### src/rtl/xfer_pkg.sv
package xfer_pkg;
    parameter int unsigned DATA_W     = 32;
    parameter int unsigned ADDR_W     = 32;
    parameter int unsigned LEN_W      = 16;
    parameter int unsigned CODE_W     = 6;
    parameter int unsigned BURST_LEN  = 4;
    parameter int unsigned FIFO_DEPTH = 16;

    localparam int unsigned WORD_BYTES  = DATA_W / 8;
    localparam int unsigned WORD_SHIFT  = $clog2(WORD_BYTES);
    localparam int unsigned BURST_BYTES = BURST_LEN * WORD_BYTES;
    localparam int unsigned BURST_SHIFT = $clog2(BURST_BYTES);
    localparam int unsigned NBURST_W    = LEN_W - BURST_SHIFT;
    localparam int unsigned BEAT_W      = (BURST_LEN > 1) ? $clog2(BURST_LEN) : 1;
    localparam int unsigned PTR_W       = $clog2(FIFO_DEPTH);
    localparam int unsigned CNT_W       = PTR_W + 1;
    localparam int unsigned USED_W      = CNT_W + 1;

    typedef logic [ADDR_W-1:0]   addr_t;
    typedef logic [DATA_W-1:0]   data_t;
    typedef logic [LEN_W-1:0]    len_t;
    typedef logic [CODE_W-1:0]   code_t;
    typedef logic [NBURST_W-1:0] nburst_t;
    typedef logic [CNT_W-1:0]    cnt_t;
    typedef logic [BEAT_W-1:0]   beat_t;

    typedef struct packed {
        addr_t src;
        addr_t dst;
        len_t  bytes;
        code_t code;
    } xfer_req_t;

    function automatic nburst_t burst_count(input len_t b);
        return nburst_t'(b >> BURST_SHIFT);
    endfunction
endpackage

### src/rtl/xfer_fifo.sv
module xfer_fifo
    import xfer_pkg::*;
(
    input  logic  clk,
    input  logic  rst,
    input  logic  push,
    input  data_t push_data,
    input  logic  pop,
    output data_t head,
    output cnt_t  count
);
    data_t             mem [FIFO_DEPTH];
    logic [PTR_W-1:0]  wptr_q, rptr_q;
    cnt_t              cnt_q;

    assign head  = mem[rptr_q];
    assign count = cnt_q;

    always_ff @(posedge clk) begin
        if (push) mem[wptr_q] <= push_data;
    end

    always_ff @(posedge clk) begin
        if (rst) begin
            wptr_q <= '0;
            rptr_q <= '0;
            cnt_q  <= '0;
        end else begin
            if (push) wptr_q <= wptr_q + 1'b1;
            if (pop)  rptr_q <= rptr_q + 1'b1;
            cnt_q <= cnt_q + cnt_t'(push) - cnt_t'(pop);
        end
    end

    // a returned word always finds a free entry
    a_r4_no_overflow: assert property (@(posedge clk) disable iff (rst)
        push |-> (cnt_q < cnt_t'(FIFO_DEPTH)) || pop);
    a_r5_no_underflow: assert property (@(posedge clk) disable iff (rst)
        pop |-> cnt_q != '0);
endmodule

### src/rtl/xfer_rd_ctl.sv
module xfer_rd_ctl
    import xfer_pkg::*;
(
    input  logic    clk,
    input  logic    rst,
    input  logic    load,
    input  addr_t   load_src,
    input  nburst_t load_bursts,
    input  logic    space_ok,
    input  logic    cmd_ready,
    input  logic    beat_valid,
    output logic    busy,
    output logic    cmd_valid,
    output addr_t   cmd_addr,
    output cnt_t    owed
);
    logic    busy_q;
    addr_t   addr_q;
    nburst_t left_q;
    cnt_t    owed_q;
    logic    fire;

    assign busy      = busy_q;
    assign cmd_valid = busy_q && space_ok;
    assign cmd_addr  = addr_q;
    assign owed      = owed_q;
    assign fire      = cmd_valid && cmd_ready;

    always_ff @(posedge clk) begin
        if (rst) begin
            busy_q <= 1'b0;
            addr_q <= '0;
            left_q <= '0;
            owed_q <= '0;
        end else begin
            if (load) begin
                busy_q <= (load_bursts != '0);
                addr_q <= load_src;
                left_q <= load_bursts;
            end else if (fire) begin
                addr_q <= addr_q + addr_t'(BURST_BYTES);
                left_q <= left_q - 1'b1;
                if (left_q == nburst_t'(1)) busy_q <= 1'b0;
            end
            owed_q <= owed_q + (fire ? cnt_t'(BURST_LEN) : '0) - cnt_t'(beat_valid);
        end
    end

    // an offered command is not withdrawn or altered while stalled
    a_r3_cmd_hold: assert property (@(posedge clk) disable iff (rst)
        cmd_valid && !cmd_ready |=> cmd_valid && $stable(cmd_addr));
endmodule

### src/rtl/xfer_wr_ctl.sv
module xfer_wr_ctl
    import xfer_pkg::*;
(
    input  logic    clk,
    input  logic    rst,
    input  logic    load,
    input  addr_t   load_dst,
    input  nburst_t load_bursts,
    input  code_t   load_code,
    input  cnt_t    fifo_cnt,
    input  data_t   fifo_head,
    input  logic    wr_ready,
    output logic    busy,
    output logic    wr_valid,
    output addr_t   wr_addr,
    output data_t   wr_data,
    output logic    wr_last,
    output logic    pop,
    output logic    done_valid,
    output code_t   done_code
);
    logic    busy_q, done_q;
    addr_t   base_q;
    nburst_t left_q;
    beat_t   beat_q;
    code_t   code_q;
    logic    burst_end;

    assign busy      = busy_q;
    assign burst_end = (beat_q == beat_t'(BURST_LEN - 1));
    assign wr_valid  = busy_q && ((beat_q != '0) || (fifo_cnt >= cnt_t'(BURST_LEN)));
    assign wr_addr   = base_q + (addr_t'(beat_q) << WORD_SHIFT);
    assign wr_data   = fifo_head;
    assign wr_last   = burst_end;
    assign pop       = wr_valid && wr_ready;
    assign done_valid = done_q;
    assign done_code  = code_q;

    always_ff @(posedge clk) begin
        if (rst) begin
            busy_q <= 1'b0;
            done_q <= 1'b0;
            base_q <= '0;
            left_q <= '0;
            beat_q <= '0;
            code_q <= '0;
        end else begin
            done_q <= 1'b0;
            if (load) begin
                base_q <= load_dst;
                left_q <= load_bursts;
                beat_q <= '0;
                code_q <= load_code;
                if (load_bursts == '0) done_q <= 1'b1;
                else                   busy_q <= 1'b1;
            end else if (pop) begin
                beat_q <= beat_q + 1'b1;
                if (burst_end) begin
                    base_q <= base_q + addr_t'(BURST_BYTES);
                    left_q <= left_q - 1'b1;
                    if (left_q == nburst_t'(1)) begin
                        busy_q <= 1'b0;
                        done_q <= 1'b1;
                    end
                end
            end
        end
    end

    // a stalled beat keeps its address and data
    a_r6_beat_hold: assert property (@(posedge clk) disable iff (rst)
        wr_valid && !wr_ready |=> wr_valid && $stable(wr_addr) && $stable(wr_data));
    // completion follows the final beat by one cycle
    a_r7_done_after_last: assert property (@(posedge clk) disable iff (rst)
        pop && burst_end && (left_q == nburst_t'(1)) |=> done_valid);
endmodule

### src/rtl/xfer_engine.sv
module xfer_engine
    import xfer_pkg::*;
(
    input  logic              clk,
    input  logic              rst,
    input  logic              req_valid,
    output logic              req_ready,
    input  logic [ADDR_W-1:0] req_src,
    input  logic [ADDR_W-1:0] req_dst,
    input  logic [LEN_W-1:0]  req_bytes,
    input  logic [CODE_W-1:0] req_code,
    output logic              rd_cmd_valid,
    input  logic              rd_cmd_ready,
    output logic [ADDR_W-1:0] rd_cmd_addr,
    input  logic              rd_beat_valid,
    input  logic [DATA_W-1:0] rd_beat_data,
    output logic              wr_valid,
    input  logic              wr_ready,
    output logic [ADDR_W-1:0] wr_addr,
    output logic [DATA_W-1:0] wr_data,
    output logic              wr_last,
    output logic              done_valid,
    output logic [CODE_W-1:0] done_code
);
    xfer_req_t prog_q;
    logic      prog_full_q;
    logic      take, move;
    logic      rd_busy, wr_busy, space_ok, pop;
    cnt_t      fifo_cnt, rd_owed;
    data_t     fifo_head;
    logic [USED_W-1:0] used;
    nburst_t   prog_bursts;

    assign req_ready   = !prog_full_q;
    assign take        = req_valid && !prog_full_q;
    assign move        = prog_full_q && !rd_busy && !wr_busy;
    assign prog_bursts = burst_count(prog_q.bytes);
    assign used        = {1'b0, fifo_cnt} + {1'b0, rd_owed};
    assign space_ok    = (used + USED_W'(BURST_LEN)) <= USED_W'(FIFO_DEPTH);

    always_ff @(posedge clk) begin
        if (rst) begin
            prog_full_q <= 1'b0;
            prog_q      <= '0;
        end else if (take) begin
            prog_full_q <= 1'b1;
            prog_q      <= '{src: req_src, dst: req_dst, bytes: req_bytes, code: req_code};
        end else if (move) begin
            prog_full_q <= 1'b0;
        end
    end

    xfer_rd_ctl u_rd (
        .clk(clk), .rst(rst), .load(move), .load_src(prog_q.src),
        .load_bursts(prog_bursts), .space_ok(space_ok), .cmd_ready(rd_cmd_ready),
        .beat_valid(rd_beat_valid), .busy(rd_busy), .cmd_valid(rd_cmd_valid),
        .cmd_addr(rd_cmd_addr), .owed(rd_owed)
    );

    xfer_fifo u_fifo (
        .clk(clk), .rst(rst), .push(rd_beat_valid), .push_data(rd_beat_data),
        .pop(pop), .head(fifo_head), .count(fifo_cnt)
    );

    xfer_wr_ctl u_wr (
        .clk(clk), .rst(rst), .load(move), .load_dst(prog_q.dst),
        .load_bursts(prog_bursts), .load_code(prog_q.code), .fifo_cnt(fifo_cnt),
        .fifo_head(fifo_head), .wr_ready(wr_ready), .busy(wr_busy),
        .wr_valid(wr_valid), .wr_addr(wr_addr), .wr_data(wr_data),
        .wr_last(wr_last), .pop(pop), .done_valid(done_valid), .done_code(done_code)
    );

    // a taken request occupies the program stage for the next cycle
    a_r1_ready_drops: assert property (@(posedge clk) disable iff (rst)
        req_valid && req_ready |=> !req_ready);
    // every issued read burst has room reserved in the FIFO
    a_r4_room_reserved: assert property (@(posedge clk) disable iff (rst)
        rd_cmd_valid && rd_cmd_ready |-> used + USED_W'(BURST_LEN) <= USED_W'(FIFO_DEPTH));
endmodule

### config.mk
export PLATFORM = sky130hd
export DESIGN_NAME = xfer_engine
export DESIGN_NICKNAME = d
export VERILOG_FILES = /design/src/rtl/xfer_pkg.sv /design/src/rtl/xfer_fifo.sv /design/src/rtl/xfer_rd_ctl.sv /design/src/rtl/xfer_wr_ctl.sv /design/src/rtl/xfer_engine.sv
export SDC_FILE = /design/constraint.sdc
export NUM_CORES = 1
export LEC_CHECK = 0
export CAP_MARGIN = 40
export CORE_MARGIN = 1.5
export CORE_UTILIZATION = 42
export DETAILED_ROUTE_END_ITERATION = 10
export DONT_BUFFER_PORTS = 1
export GPL_ROUTABILITY_DRIVEN = 1
export GPL_TIMING_DRIVEN = 0
export HOLD_SLACK_MARGIN = 0.06
export PLACE_DENSITY = 0.66
export SLEW_MARGIN = 15
export SYNTH_ARGS = -nofsm -noshare
export SYNTH_HDL_FRONTEND = slang
export SYNTH_SLANG_ARGS = --single-unit
### constraint.sdc
create_clock -name clk -period 3.44 [get_ports clk]
set_input_delay 1.032 -clock clk [delete_from_list [all_inputs] [get_ports clk]]
set_output_delay 1.032 -clock clk [all_outputs]
set_load 0.02 [all_outputs]
# Word-level counts from Yosys, hierarchy flattened

Memory sizes are Yosys's and may differ from the RTL's. A register that Yosys moved wholly into a read port is not among the register bits.
Cells that the tools add are included.

Bits in registers: 204
RAM bits: 512
Input port bits: 124
Output and inout port bits: 107
Logic and storage cells: 93
Memories: 1

Memories:

| memory     | words | width | read ports | clocked after Yosys merged registers in | wr ports | line            | RTL |
|---|---|---|---|---|---|---|---|
| u_fifo.mem | 16    | 32    | 1          | 1                                       | 1        | xfer_fifo.sv:12 | `data_t mem [FIFO_DEPTH];` |

Add/sub/neg operators: 14
Magnitude comparators: 2
Equal/unequal tests: 4
Mux-type cells: 30
Reductions and logical operators: 24

Operator list:

| operator                                                                             | number |
|---|---|
| 32-bit 2-to-1 mux                                                                    | 5 |
| 32-bit by 5-bit adder with 32-bit output (second input constant)                     | 2 |
| 12-bit 2-to-1 mux                                                                    | 5 |
| 32-bit by 4-bit adder with 32-bit output                                             | 1 |
| 12-bit by 1-bit equality test with 1-bit output (second input constant)              | 2 |
| 12-bit by 1-bit subtractor with 12-bit output (second input constant)                | 2 |
| 1-bit 2-to-1 mux                                                                     | 17 |
| 2-bit nonzero test                                                                   | 7 |
| 12-bit zero test                                                                     | 1 |
| 12-bit nonzero test                                                                  | 1 |
| 5-bit by 1-bit subtractor with 5-bit output                                          | 2 |
| 4-bit by 1-bit adder with 4-bit output (second input constant)                       | 2 |
| 4-bit 2-to-1 mux                                                                     | 2 |
| 1-bit logical AND                                                                    | 7 |
| 5-bit by 5-bit adder with 6-bit output                                               | 1 |
| 6-bit by 3-bit adder with 6-bit output (second input constant)                       | 1 |
| 6-bit by 5-bit less-or-equal comparator with 1-bit output (second input constant)    | 1 |
| 5-bit by 1-bit adder with 5-bit output                                               | 1 |
| 5-bit adder                                                                          | 1 |
| 5-bit by 3-bit greater-or-equal comparator with 1-bit output (second input constant) | 1 |
| 2-bit AND reduction                                                                  | 2 |
| 4-bit AND reduction                                                                  | 1 |
| 1-bit zero test                                                                      | 3 |
| 3-bit 2-to-1 mux                                                                     | 1 |
| 5 further kinds                                                                      | 5 |

# Longest topological paths before layout

Gate-level depths: netlist of the first run.

Word-level depth: 8
Mapped depth: 18

# By module

From an unflattened synthesis of the first run, not the netlist that was laid out.

Cell total of the unflattened synthesis: 2050
Area total of the unflattened synthesis: 29558.3 µm²

Modules (own cells, without submodules):

| module      | instances | cells each | area each (µm²) | sequential area each (µm²) |
|---|---|---|---|---|
| xfer_fifo   | 1         | 876        | 19949.1         | 15715.1 |
| xfer_wr_ctl | 1         | 456        | 3712.3          | 1081.0 |
| xfer_engine | 1         | 389        | 3124.2          | 1661.6 |
| xfer_rd_ctl | 1         | 329        | 2772.7          | 1001.0 |

# Worst setup path after synthesis of the first run

OpenSTA, ideal clock, no wires.

Path type: reg2reg
From: reg u_fifo.cnt_q[1] (netlist: u_fifo.count[1])
To: reg u_rd.owed_q[4] (netlist: u_rd.owed[4])
Data arrival time: 3439 ps
Required time: 3312 ps
Slack: -127 ps
Stages on the path, launching flop included: 19
Buffers on the path: 2
Clock period less this slack: 3567 ps
Cell sequence: dfxtp_1 -> ha_1 -> ha_1 -> inv_1 -> fa_1 -> xnor2_1 -> nor4b_2 -> a21oi_1 -> nor3_4 -> inv_2 -> clkbuf_1 -> buf_2 -> ha_1 -> inv_1 -> ha_1 -> a21o_1 -> a21oi_1 -> xnor2_1 -> nor2_1

Longest elaborated chain between the ends: 8

Ends and longest elaborated chain:

| what                                                      | line              | RTL |
|---|---|---|
| from (decl)                                               | xfer_fifo.sv:14   | `cnt_t cnt_q;` |
| from (signal assigned)                                    | xfer_fifo.sv:31   | `cnt_q <= cnt_q + cnt_t'(push) - cnt_t'(pop);` |
| 5-bit by 5-bit adder with 6-bit output                    | xfer_engine.sv:38 | `assign used = {1'b0, fifo_cnt} + {1'b0, rd_owed};` |
| 6-bit by 3-bit adder with 6-bit output                    | xfer_engine.sv:39 | `assign space_ok = (used + USED_W'(BURST_LEN)) <= USED_W'(FIFO_DEPTH);` |
| 6-bit by 5-bit less-or-equal comparator with 1-bit output | xfer_engine.sv:39 |  |
| 1-bit logical AND                                         | xfer_rd_ctl.sv:24 | `assign cmd_valid = busy_q && space_ok;` |
| 1-bit logical AND                                         | xfer_rd_ctl.sv:27 | `assign fire = cmd_valid && cmd_ready;` |
| 3-bit 2-to-1 mux                                          | xfer_rd_ctl.sv:45 | `owed_q <= owed_q + (fire ? cnt_t'(BURST_LEN) : '0) - cnt_t'(beat_valid);` |
| 5-bit adder                                               | xfer_rd_ctl.sv:45 |  |
| 5-bit by 1-bit subtractor with 5-bit output               | xfer_rd_ctl.sv:45 |  |
| to (signal assigned)                                      | xfer_rd_ctl.sv:45 |  |
| to (decl)                                                 | xfer_rd_ctl.sv:20 | `cnt_t owed_q;` |

No other way between the ends.
A chain may end at the register's enable or synchronous reset.

# Final worst setup path of the first run

From: reg u_rd.owed_q[1] (netlist: u_rd.owed[1])
To: out rd_cmd_valid

Longest elaborated chain between the ends: 4

Ends and longest elaborated chain:

| what                                                      | line              | RTL |
|---|---|---|
| 5-bit by 5-bit adder with 6-bit output                    | xfer_engine.sv:38 |  |
| 6-bit by 3-bit adder with 6-bit output                    | xfer_engine.sv:39 |  |
| 6-bit by 5-bit less-or-equal comparator with 1-bit output | xfer_engine.sv:39 |  |
| 1-bit logical AND                                         | xfer_rd_ctl.sv:24 |  |
| to (decl)                                                 | xfer_engine.sv:12 | `output logic rd_cmd_valid,` |

No other way between the ends.

==> results of run 1 <==
## worst max-delay path by stage
stage	slack [ns]	depth (start not counted)	startpoint	end
2_1_floorplan	0.02	18	u_fifo.count[1]	u_rd.owed[4]
3_3_place_gp	-0.72	4	register	wr_data[0]
3_5_place_dp	-0.59	18	u_fifo.count[1]	u_rd.owed[4]
4_1_cts	-0.40	9	u_fifo.count[1]	rd_cmd_valid
5_1_grt	-0.44	9	u_fifo.count[1]	rd_cmd_valid
6_report	-0.34	9	u_rd.owed[1]	rd_cmd_valid
## flip-flops by register name (all words and copies together) (netlist names), 5 cells and up, named ones only
register,count
u_wr.left_q,12
prog_bursts,12
prog_q,70
u_rd.owed,5
u_rd.left_q,12
u_rd.cmd_addr,32
u_fifo.mem,512
u_wr.base_q,32
u_wr.done_code,6
u_fifo.count,5
## worst register-to-register path, stage by stage, from the launching register on
cell	delay, ns
dfxtp_4	0.35
ha_4	0.27
ha_4	0.13
inv_2	0.03
fa_2	0.36
xnor2_2	0.15
nor4b_2	0.24
a21oi_2	0.09
buf_4	0.16
nor3_4	0.20
buf_4	0.15
buf_4	0.19
clkbuf_1	0.54
a32oi_1	0.20
a31oi_1	0.22
## report_power, final
| group | switching, mW | internal, mW | leakage (nW) |
|---|---|---|---|
| logic | 1.41 | 1.08 | 3.97 |
| registers | 0.249 | 9.51 | 6.31 |
| clock network | 3.52 | 4.99 | 1.27 |
| total | 5.18 | 15.6 | 11.5 |
## synthesized netlist by cell type (all sizes together), types with 8 or more instances
| library cell | instances |
|---|---|
| buf | 31 |
| a32oi | 10 |
| o21ai | 16 |
| nor4 | 9 |
| nor2 | 77 |
| and2 | 23 |
| or4 | 13 |
| o211ai | 11 |
| and4 | 8 |
| a31oi | 48 |
| xnor2 | 34 |
| a211oi | 17 |
| nand2 | 279 |
| or3 | 22 |
| clkbuf | 92 |
| nand4 | 23 |
| mux4 | 160 |
| xor2 | 26 |
| nor3 | 24 |
| nand3 | 47 |
| o311ai | 14 |
| ha | 35 |
| dfxtp | 204 |
| edfxtp | 512 |
| and3 | 11 |
| inv | 41 |
| a21oi | 118 |
## final cells by class
cell class	count	area [sq um]	area share [%]
sequential	716	19500	55.5
multi-input combinational	1086	9710	27.6
clock buffer	93	2010	5.70
timing repair buffer	116	1440	4.10
tap	882	1100	3.14
clock inverter	45	632	1.80
buffer	107	618	1.76
inverter	41	161	0.459
## per-layer routing
layer | up-vias | share of wire [%] | track usage (%)
li1 | 7897 | - | -
met1 | 9212 | 38 | 26.1
met2 | 782 | 50 | 37.7
met3 | 175 | 8.2 | 6.15
met4 | 0 | 3.3 | 8.00
met5 | - | 0 | 0
## cell families (layout without fill, tap and decap cells)
logic type	Yosys count	after routing	share of synthesized area, %
DFF	716	716	67.0
and+or+nand+nor	560	560	9.07
AOI/OAI and AO/OA	263	263	5.62
muxes	164	164	12.5
buffers and inverters	164	402	2.17
xor gates and xnor gates	60	60	1.81
adders and majority gates	39	39	1.78
## metrics by stage
step / cell area [sq um] / worst slack (ns)
2_1_floorplan: 29100 / 0.0212
3_3_place_gp: 30200 / -0.716
3_5_place_dp: 30800 / -0.591
4_1_cts: 34900 / -0.400
5_1_grt: 35200 / -0.440
6_report: 35200 / -0.336
## repair_timing
action | CTS | global route
gates cloned | 0 | 0
resized for setup | 236 | 62
pin swaps | 26 | 27
endpoints found under the setup margin | 75 | 68
buffers inserted | 64 | 21
==> impl_metrics.yaml, run 1 <==
outcome:
  outcome: "finished, violations left"
  violations: "negative setup slack"
synth:
  synth_area_leaders: "edfxtp_1, dfxtp_1, mux4_2"
  synth-edff-count: 512
  ys_async_sr_fraction_pct: 0
  synth.distinct_cells: 62
  synth_top_area_share_pct: 52.9
  yosys_register_bits: 716
  yosys_warnings: 0
  syn_nets: 2129
  synthCells: 1966
  ys.flop_type: "edfxtp_1"
  netlist_area_sq_mm: 0.0290
  synth_top_area_cell: "edfxtp_1"
  yosysSeqAreaShare_pct: 67.0
  syn_area_per_cell_sq_um: 14.8
cells_and_area:
  finalNetCount: 2308
  drive_gt1_share_pct: 25.4
  final_common_cell: "edfxtp_1"
  diodes: 0
  syn_to_final_growth_pct: 21.2
  utilization_pct: 51.4
  final_cells: 3086
  final_cell_mix: "edfxtp_1, nand2_1, dfxtp_1"
  fill_cells: 5521
sta:
  fin_crit_sh_pct: 110
  tightest_slew_ns: 0.895
  finalClockSkew_ns: 0.0472
  relSlewSlack_pct: 40.3
  max_freq_mhz: 265
  rsz0062_at_grt: "yes"
  finalSetupViolCount: 40
  fin_crit_ns: 3.78
  finalWorstSetupSlack_ns: -0.336
  finalHoldViolations: 0
  slew_viol_final: 0
  holdWs_ns: 0.455
  finalSetupTns_ns: -5.49
pwr:
  ir_drop_mv: 0.390
  finalPower_mw: 20.8
  cellLeakagePower_nw: 11.5
  power_density_mw_per_mm2: 590
clock_network:
  clock-sinks: 716
  cts_tree: "built"
  postCtsHoldBufs: 0
  clockBufferDepth: 3
  ctsHtreeMaxLevel: 3
  clkLatencyLatePin_ns: 0.64
  cts_buffers: 77
  clkSlewWorstSetupHoldPaths_ns: 0.06
  cts_root_buf: "clkbuf_16"
critical_path:
  crit_type: "reg2out"
  path_delay_family: "adder cells"
  cp_max_fo: 2
  required_ns: 2.41
  crit_top_cell: "ha_4"
  path_cells: "ha_4 > ha_4 > inv_2 > fa_2 > xnor2_2 > nor4b_2 > a21oi_2 > or3b_4 > inv_6"
  r2r_slack_ns: 0.10
  cp_num_buf_inv: 2
  cpPeakStageDelay_ns: 0.42
  slowest_stage: "or3b_4"
  r2r_end: "u_rd.cmd_addr[19]"
  reg2reg_depth: 14
  startpoint_type: "register"
  cp-end-kind: "output pin"
  r2r_start: "u_rd.owed[1]"
  worstPathArrival_ns: 2.74
detailed_routing:
  drtAntennaViolNets: 0
  drt-total-wl_um: 77500
  dr_total_vias: 18066
  first_pass_iters: 6
  drt_iter0_drc: 1492
  via_per_inst: 5.85
  drc_errors: 0
  wl_per_cell_um: 25.1
floorplanning:
  die_area_sq_mm: 0.0707
  std_cell_rows: 96
  start_util_pct: 42.4
  core_sq_mm: 0.0685
  chipHeight_um: 266
  die_w_um: 266
  io_pins: 231
global_route:
  grt_overflow: 0
  grt_pass1_vias: 18490
  grt_usage_pct: 21.9
  grt_max_degree: 23
  grt_pass1_wl_um: 115000
  grt_antenna_before_repair: 0
placed_design:
  dp.cells: 2881
  dpl.hpwl_um: 51100
  port-buffer-count: 0
  place.gp.congestion: 0.866
worst_hold_path:
  min_to: "prog_q[68]"
  hold_path_depth: 2
  hp-start: "prog_q[68]"
  min_path_type: "reg2reg"
job:
  maxCapViolCount: 0
(Power assumes the default switching activity.)
==> inputs of run 2 (changes only) <==
--- a/config.mk
+++ b/config.mk
@@ -13,6 +13,7 @@
 export GPL_ROUTABILITY_DRIVEN = 1
 export GPL_TIMING_DRIVEN = 0
 export HOLD_SLACK_MARGIN = 0.06
+export MAX_ROUTING_LAYER = met4
 export PLACE_DENSITY = 0.66
 export SLEW_MARGIN = 15
 export SYNTH_ARGS = -nofsm -noshare
==> run 2 against run 1 <==
  * The run still ends with negative setup slack left
  * Total power fell by 0.35%
  * Via count down 0.22%
  * Final area decreased by 0.58%
  * Non-clock buffer count down 3
  * Worst setup slack lost 0.057 ns
  * Sequential share of layout area grew 0.32 points
  * Clock skew fell by 0.012 ns
  * Highest routed layer unchanged
==> impl_metrics.yaml, run 2 (synthesis gave the netlist of run 1 again) <==
sta:
  fin_crit_ns: 3.83
  finalSetupTns_ns: -5.02
  finalHoldViolations: 0
  holdWs_ns: 0.449
  finalWorstSetupSlack_ns: -0.393
  tightest_slew_ns: 0.877
  max_freq_mhz: 261
  slew_viol_final: 0
  relSlewSlack_pct: 41.3
  finalClockSkew_ns: 0.0348
  rsz0062_at_grt: "yes"
  finalSetupViolCount: 41
  fin_crit_sh_pct: 111
placed_design:
  place.gp.congestion: 0.875
  dpl.hpwl_um: 50700
  port-buffer-count: 0
cells_and_area:
  fill_cells: 5555
  regArea_sq_mm: 0.0195
  drive_gt1_share_pct: 24.5
  diodes: 0
  finalNetCount: 2304
  largest_register: "u_fifo.mem"
  final_common_cell: "edfxtp_1"
  final_cell_mix: "edfxtp_1, nand2_1, dfxtp_1"
  syn_to_final_growth_pct: 20.5
  multiInputGateArea_sq_mm: 0.00956
  reg.largest.list: "u_fifo.mem x512, prog_q x70"
  largest_reg_flops: 512
critical_path:
  cp_max_fo: 2
  worstPathArrival_ns: 2.80
  crit_type: "reg2out"
  r2r_start: "u_fifo.count[1]"
  crit_top_cell: "ha_4"
  critical_path.startpoint: "u_fifo.count[1]"
  cp-end-kind: "output pin"
  slowest_stage: "or3b_4"
  path_cells: "ha_4 > ha_4 > inv_2 > fa_2 > xnor2_2 > nor4b_2 > a21oi_2 > or3b_4 > inv_6"
  startpoint_type: "register"
  cp_num_buf_inv: 2
  required_ns: 2.41
  cpPeakStageDelay_ns: 0.44
  path_delay_family: "adder cells"
floorplanning:
  core_sq_mm: 0.0685
  die_w_um: 266
  std_cell_rows: 96
  start_util_pct: 42.4
  chipHeight_um: 266
  die_area_sq_mm: 0.0707
  io_pins: 231
detailed_routing:
  drtAntennaViolNets: 0
  drt-total-wl_um: 77500
  wl_per_cell_um: 25.1
  drc_errors: 0
  via_per_inst: 5.84
  first_pass_iters: 5
  dr_total_vias: 18026
  drt_iter0_drc: 1560
outcome:
  outcome: "finished, violations left"
  violations: "negative setup slack"
worst_hold_path:
  min_path_type: "reg2reg"
  hp-start: "prog_q[24]"
global_route:
  grt_overflow: 0
  grt_usage_pct: 22.4
  grt_antenna_before_repair: 0
  grt_pass1_vias: 18293
  grt_pass1_wl_um: 114000
  grt_max_degree: 23
clock_network:
  clockBufferDepth: 3
  cts_tree: "built"
  cts_buffers: 76
  postCtsHoldBufs: 0
  cts_root_buf: "clkbuf_16"
  clkSlewWorstSetupHoldPaths_ns: 0.06
  clock-sinks: 716
  ctsHtreeMaxLevel: 3
  clkLatencyLatePin_ns: 0.63
pwr:
  power_density_mw_per_mm2: 591
  switching_power_mw: 5.08
  cellLeakagePower_nw: 11.4
  p_clk_share_pct: 40.8
  p_comb_share_pct: 12.0
  p_sw_share_pct: 24.6
  ir_drop_mv: 0.376
  p_seq_share_pct: 47.1
  power.internal_mw: 15.6
job:
  maxCapViolCount: 0
run 2: cell count changes in the layout (fill, tap and decap cells not counted), moves of 4 or more:
| cell | before | now |
|---|---|---|
| buf_6 | 24 | 15 |
| clkinv_1 | 11 | 19 |
| buf_12 | 28 | 32 |
| clkinv_2 | 11 | 6 |
| buf_4 | 60 | 64 |
| clkbuf_8 | 3 | 7 |
| clkinv_16 | 5 | 1 |
run 2: layout make-up:
class / instances / share of cell area (%)
Inverter: 41 / 0.461
Multi-Input combinational cell: 1086 / 27.3
Sequential cell: 716 / 55.8
Tap cell: 882 / 3.15
Clock buffer: 96 / 5.97
Timing Repair Buffer: 106 / 3.76
Clock inverter: 45 / 1.47
Buffer: 114 / 2.08
run 2: power by group through the flow:
| stage | clock, mW | combinational, mW | sequential [mW] |
|---|---|---|---|
| 6_report | 8.44 | 2.49 | 9.75 |
| 5_1_grt | 8.90 | 2.69 | 9.78 |
| 4_1_cts | 8.57 | 2.46 | 9.74 |
| 3_5_place_dp | 0 | 2.17 | 9.90 |
| 3_3_place_gp | 0 | 2.04 | 9.89 |
| 2_1_floorplan | 0 | 1.56 | 9.83 |
run 2: worst paths after layout:
kind | to | slack, ns | depth (start not counted)
hold / removal | u_wr.base_q[2] | 0.45 | 2
hold reg to reg | u_wr.base_q[2] | 0.45 | 2
setup reg to reg | u_fifo.count[4] | -0.29 | 15
setup / recovery | rd_cmd_valid | -0.39 | 9
run 2: through the flow:
| stage | total power [mW] | util, % | setup WS [ns] | instances | cell area (sq um) |
|---|---|---|---|---|---|
| 2_1_floorplan | 11.4 | - | 0.0212 | 1966 | 29100 |
| 3_3_place_gp | 11.9 | 44.1 | -0.714 | 2848 | 30200 |
| 3_5_place_dp | 12.1 | 45.0 | -0.587 | 2884 | 30800 |
| 4_1_cts | 20.8 | 50.7 | -0.497 | 3068 | 34700 |
| 5_1_grt | 21.4 | 51.1 | -0.485 | 3086 | 35000 |
| 6_report | 20.7 | 51.1 | -0.393 | 3086 | 35000 |
run 2: worst reg2reg max path: cells and delay by family (launching register included):
family,cells,cell delay (ns)
flops,1,0.35
compound gates,2,0.19
fa+ha+maj,3,0.90
xor+xnor,1,0.14
simple gates,4,1.20
buf+inv,5,0.80
run 2: repair_timing:
action,CTS,global route
hold endpoints to repair,0,0
endpoints found under the setup margin,76,83
gates cloned,1,0
gates resized for setup,219,42
buffers inserted,51,17
pin swaps,32,29
run 2: layer usage:
metal	GRT usage (%)	share of wire (%)	vias up
li1	-	-	7893
met1	26.0	37	9101
met2	37.5	50	846
met3	5.84	8.9	186
met4	8.34	3.7	0
met5	-	0	-
==> inputs of run 3 (changes only) <==
==> constraint.sdc (replaced) <==
create_clock -name clk -period 3.44 [get_ports clk]
set_input_delay 0.86 -clock clk [delete_from_list [all_inputs] [get_ports clk]]
set_output_delay 0.86 -clock clk [all_outputs]
set_load 0.02 [all_outputs]
==> run 3 against run 2 <==
  * The flow still finishes with violations (negative setup slack)
  * Clock power is essentially flat
  * Highest routed layer unchanged
  * Core utilization shrank 0.64 points
  * Final area decreased by 1.3%
  * Global-route usage about the same
  * Critical path type unchanged
  * Clock skew is 0.0011 ns higher
==> impl_metrics.yaml, run 3 (synthesis gave the netlist of run 1 again) <==
cells_and_area:
  finalNetCount: 2278
  largest_reg_flops: 512
  final_cells: 3060
  final_cell_mix: "edfxtp_1, nand2_1, dfxtp_1"
  largest_register: "u_fifo.mem"
  final_common_cell: "edfxtp_1"
  syn_to_final_growth_pct: 19.0
  diodes: 0
  reg.largest.list: "u_fifo.mem x512, prog_q x70"
  fill_cells: 5625
  drive_gt1_share_pct: 22.6
  utilization_pct: 50.5
critical_path:
  crit_type: "reg2out"
  worstPathArrival_ns: 2.80
  cp-end-kind: "output pin"
  startpoint_type: "register"
  reg2reg_depth: 18
  cpPeakStageDelay_ns: 0.44
  path_cells: "ha_4 > ha_4 > inv_2 > fa_2 > xnor2_2 > nor4b_2 > a21oi_2 > or3b_4 > inv_6"
  slowest_stage: "or3b_4"
  cp_max_fo: 2
  crit_top_cell: "ha_4"
  required_ns: 2.58
worst_hold_path:
  hold_path_depth: 0
  min_path_type: "in2reg"
clock_network:
  clock-sinks: 716
  clkSlewWorstSetupHoldPaths_ns: 0.07
  cts_buffers: 76
  postCtsHoldBufs: 0
  clkLatencyLatePin_ns: 0.63
  cts_root_buf: "clkbuf_16"
  cts_tree: "built"
  clockBufferDepth: 3
  ctsHtreeMaxLevel: 3
placed_design:
  dpl.hpwl_um: 50700
  dpl_worst_slack_ns: -0.587
  place.gp.congestion: 0.875
  port-buffer-count: 0
  dp.cells: 2884
global_route:
  grt_max_degree: 23
  grt_pass1_wl_um: 114000
  grt_overflow: 0
  grt_pass1_vias: 18196
  grt_usage_pct: 22.4
  grt_antenna_before_repair: 0
floorplanning:
  chipHeight_um: 266
  die_w_um: 266
  io_pins: 231
  die_area_sq_mm: 0.0707
  std_cell_rows: 96
  core_sq_mm: 0.0685
  start_util_pct: 42.4
detailed_routing:
  via_per_inst: 5.85
  drt_iter0_drc: 1612
  wl_per_cell_um: 25.4
  dr_total_vias: 17887
  drc_errors: 0
  first_pass_iters: 7
  drt-total-wl_um: 77700
  drtAntennaViolNets: 0
outcome:
  outcome: "finished, violations left"
  violations: "negative setup slack"
sta:
  finalSetupViolCount: 1
  holdWs_ns: 0.320
  max_freq_mhz: 273
  finalHoldViolations: 0
  fin_crit_ns: 3.66
  slew_viol_final: 0
  fin_crit_sh_pct: 106
  rsz0062_at_grt: "yes"
  tightest_slew_ns: 0.910
  finalSetupTns_ns: -0.221
  finalClockSkew_ns: 0.0359
  finalWorstSetupSlack_ns: -0.221
  relSlewSlack_pct: 39.1
pwr:
  power_density_mw_per_mm2: 598
  ir_drop_mv: 0.378
  cellLeakagePower_nw: 11.2
job:
  maxCapViolCount: 0
-- run 3: cell count changes in the layout (fill, tap and decap cells not counted), moves of 6 or more --
cell,before,now
buf_4,64,44
xnor2_1,15,24
buf_6,15,9
dfxtp_1,178,184
xnor2_2,14,8
-- run 3: path summary, 6_finish.rpt --
kind	slack [ns]	end	startpoint
max	-0.22	rd_cmd_valid	u_fifo.count[1]
min	0.32	u_fifo.mem[1][4]	rd_beat_data[4]
max reg2reg	0.13	u_rd.owed[4]	u_fifo.count[1]
min reg2reg	0.45	u_wr.base_q[2]	prog_q[24]
-- run 3: layout make-up --
type	count	area (sq um)	share of cell area (%)
timing repair buffer	81	1100	3.18
inverter	41	161	0.467
multi-input combinational	1086	9380	27.1
tap	882	1100	3.19
buffer	113	704	2.04
clock buffer	96	2090	6.05
sequential	716	19500	56.4
clock inverter	45	515	1.49
-- run 3: metrics by stage --
step,total power [mW],area [sq um]
6_report,20.7,34600
5_1_grt,21.3,34600
4_1_cts,20.7,34300
3_5_place_dp,12.1,30800
3_3_place_gp,11.9,30200
2_1_floorplan,11.4,29100
-- run 3: metal layers --
metal / up-vias / track usage [%] / wire, um
li1: 7835 / - / -
met1: 9082 / 26.0 / 29400
met2: 818 / 37.7 / 39200
met3: 152 / 6.00 / 6740
met4: 0 / 7.69 / 2360
met5: - / - / 0
-- run 3: power breakdown --
part	switching, mW	internal [mW]
logic	1.41	1.05
registers	0.248	9.51
clock network	3.43	5.02
total	5.09	15.6
-- run 3: what timing repair did --
| item | in CTS | in global routing |
|---|---|---|
| setup buffers | 31 | 12 |
| gates resized for setup | 175 | 38 |
| cloned | 1 | 0 |
| pin swaps | 23 | 11 |
| setup endpoints to repair | 75 | 80 |
-- run 3: worst max-delay path, delay by kind of cell, from the launching register on --
kind / cells / cell delay [ns]
xor+xnor: 1 / 0.15
fa+ha+maj: 3 / 0.74
compound gates: 1 / 0.10
simple gates: 2 / 0.70
flops: 1 / 0.35
buf+inv: 2 / 0.13
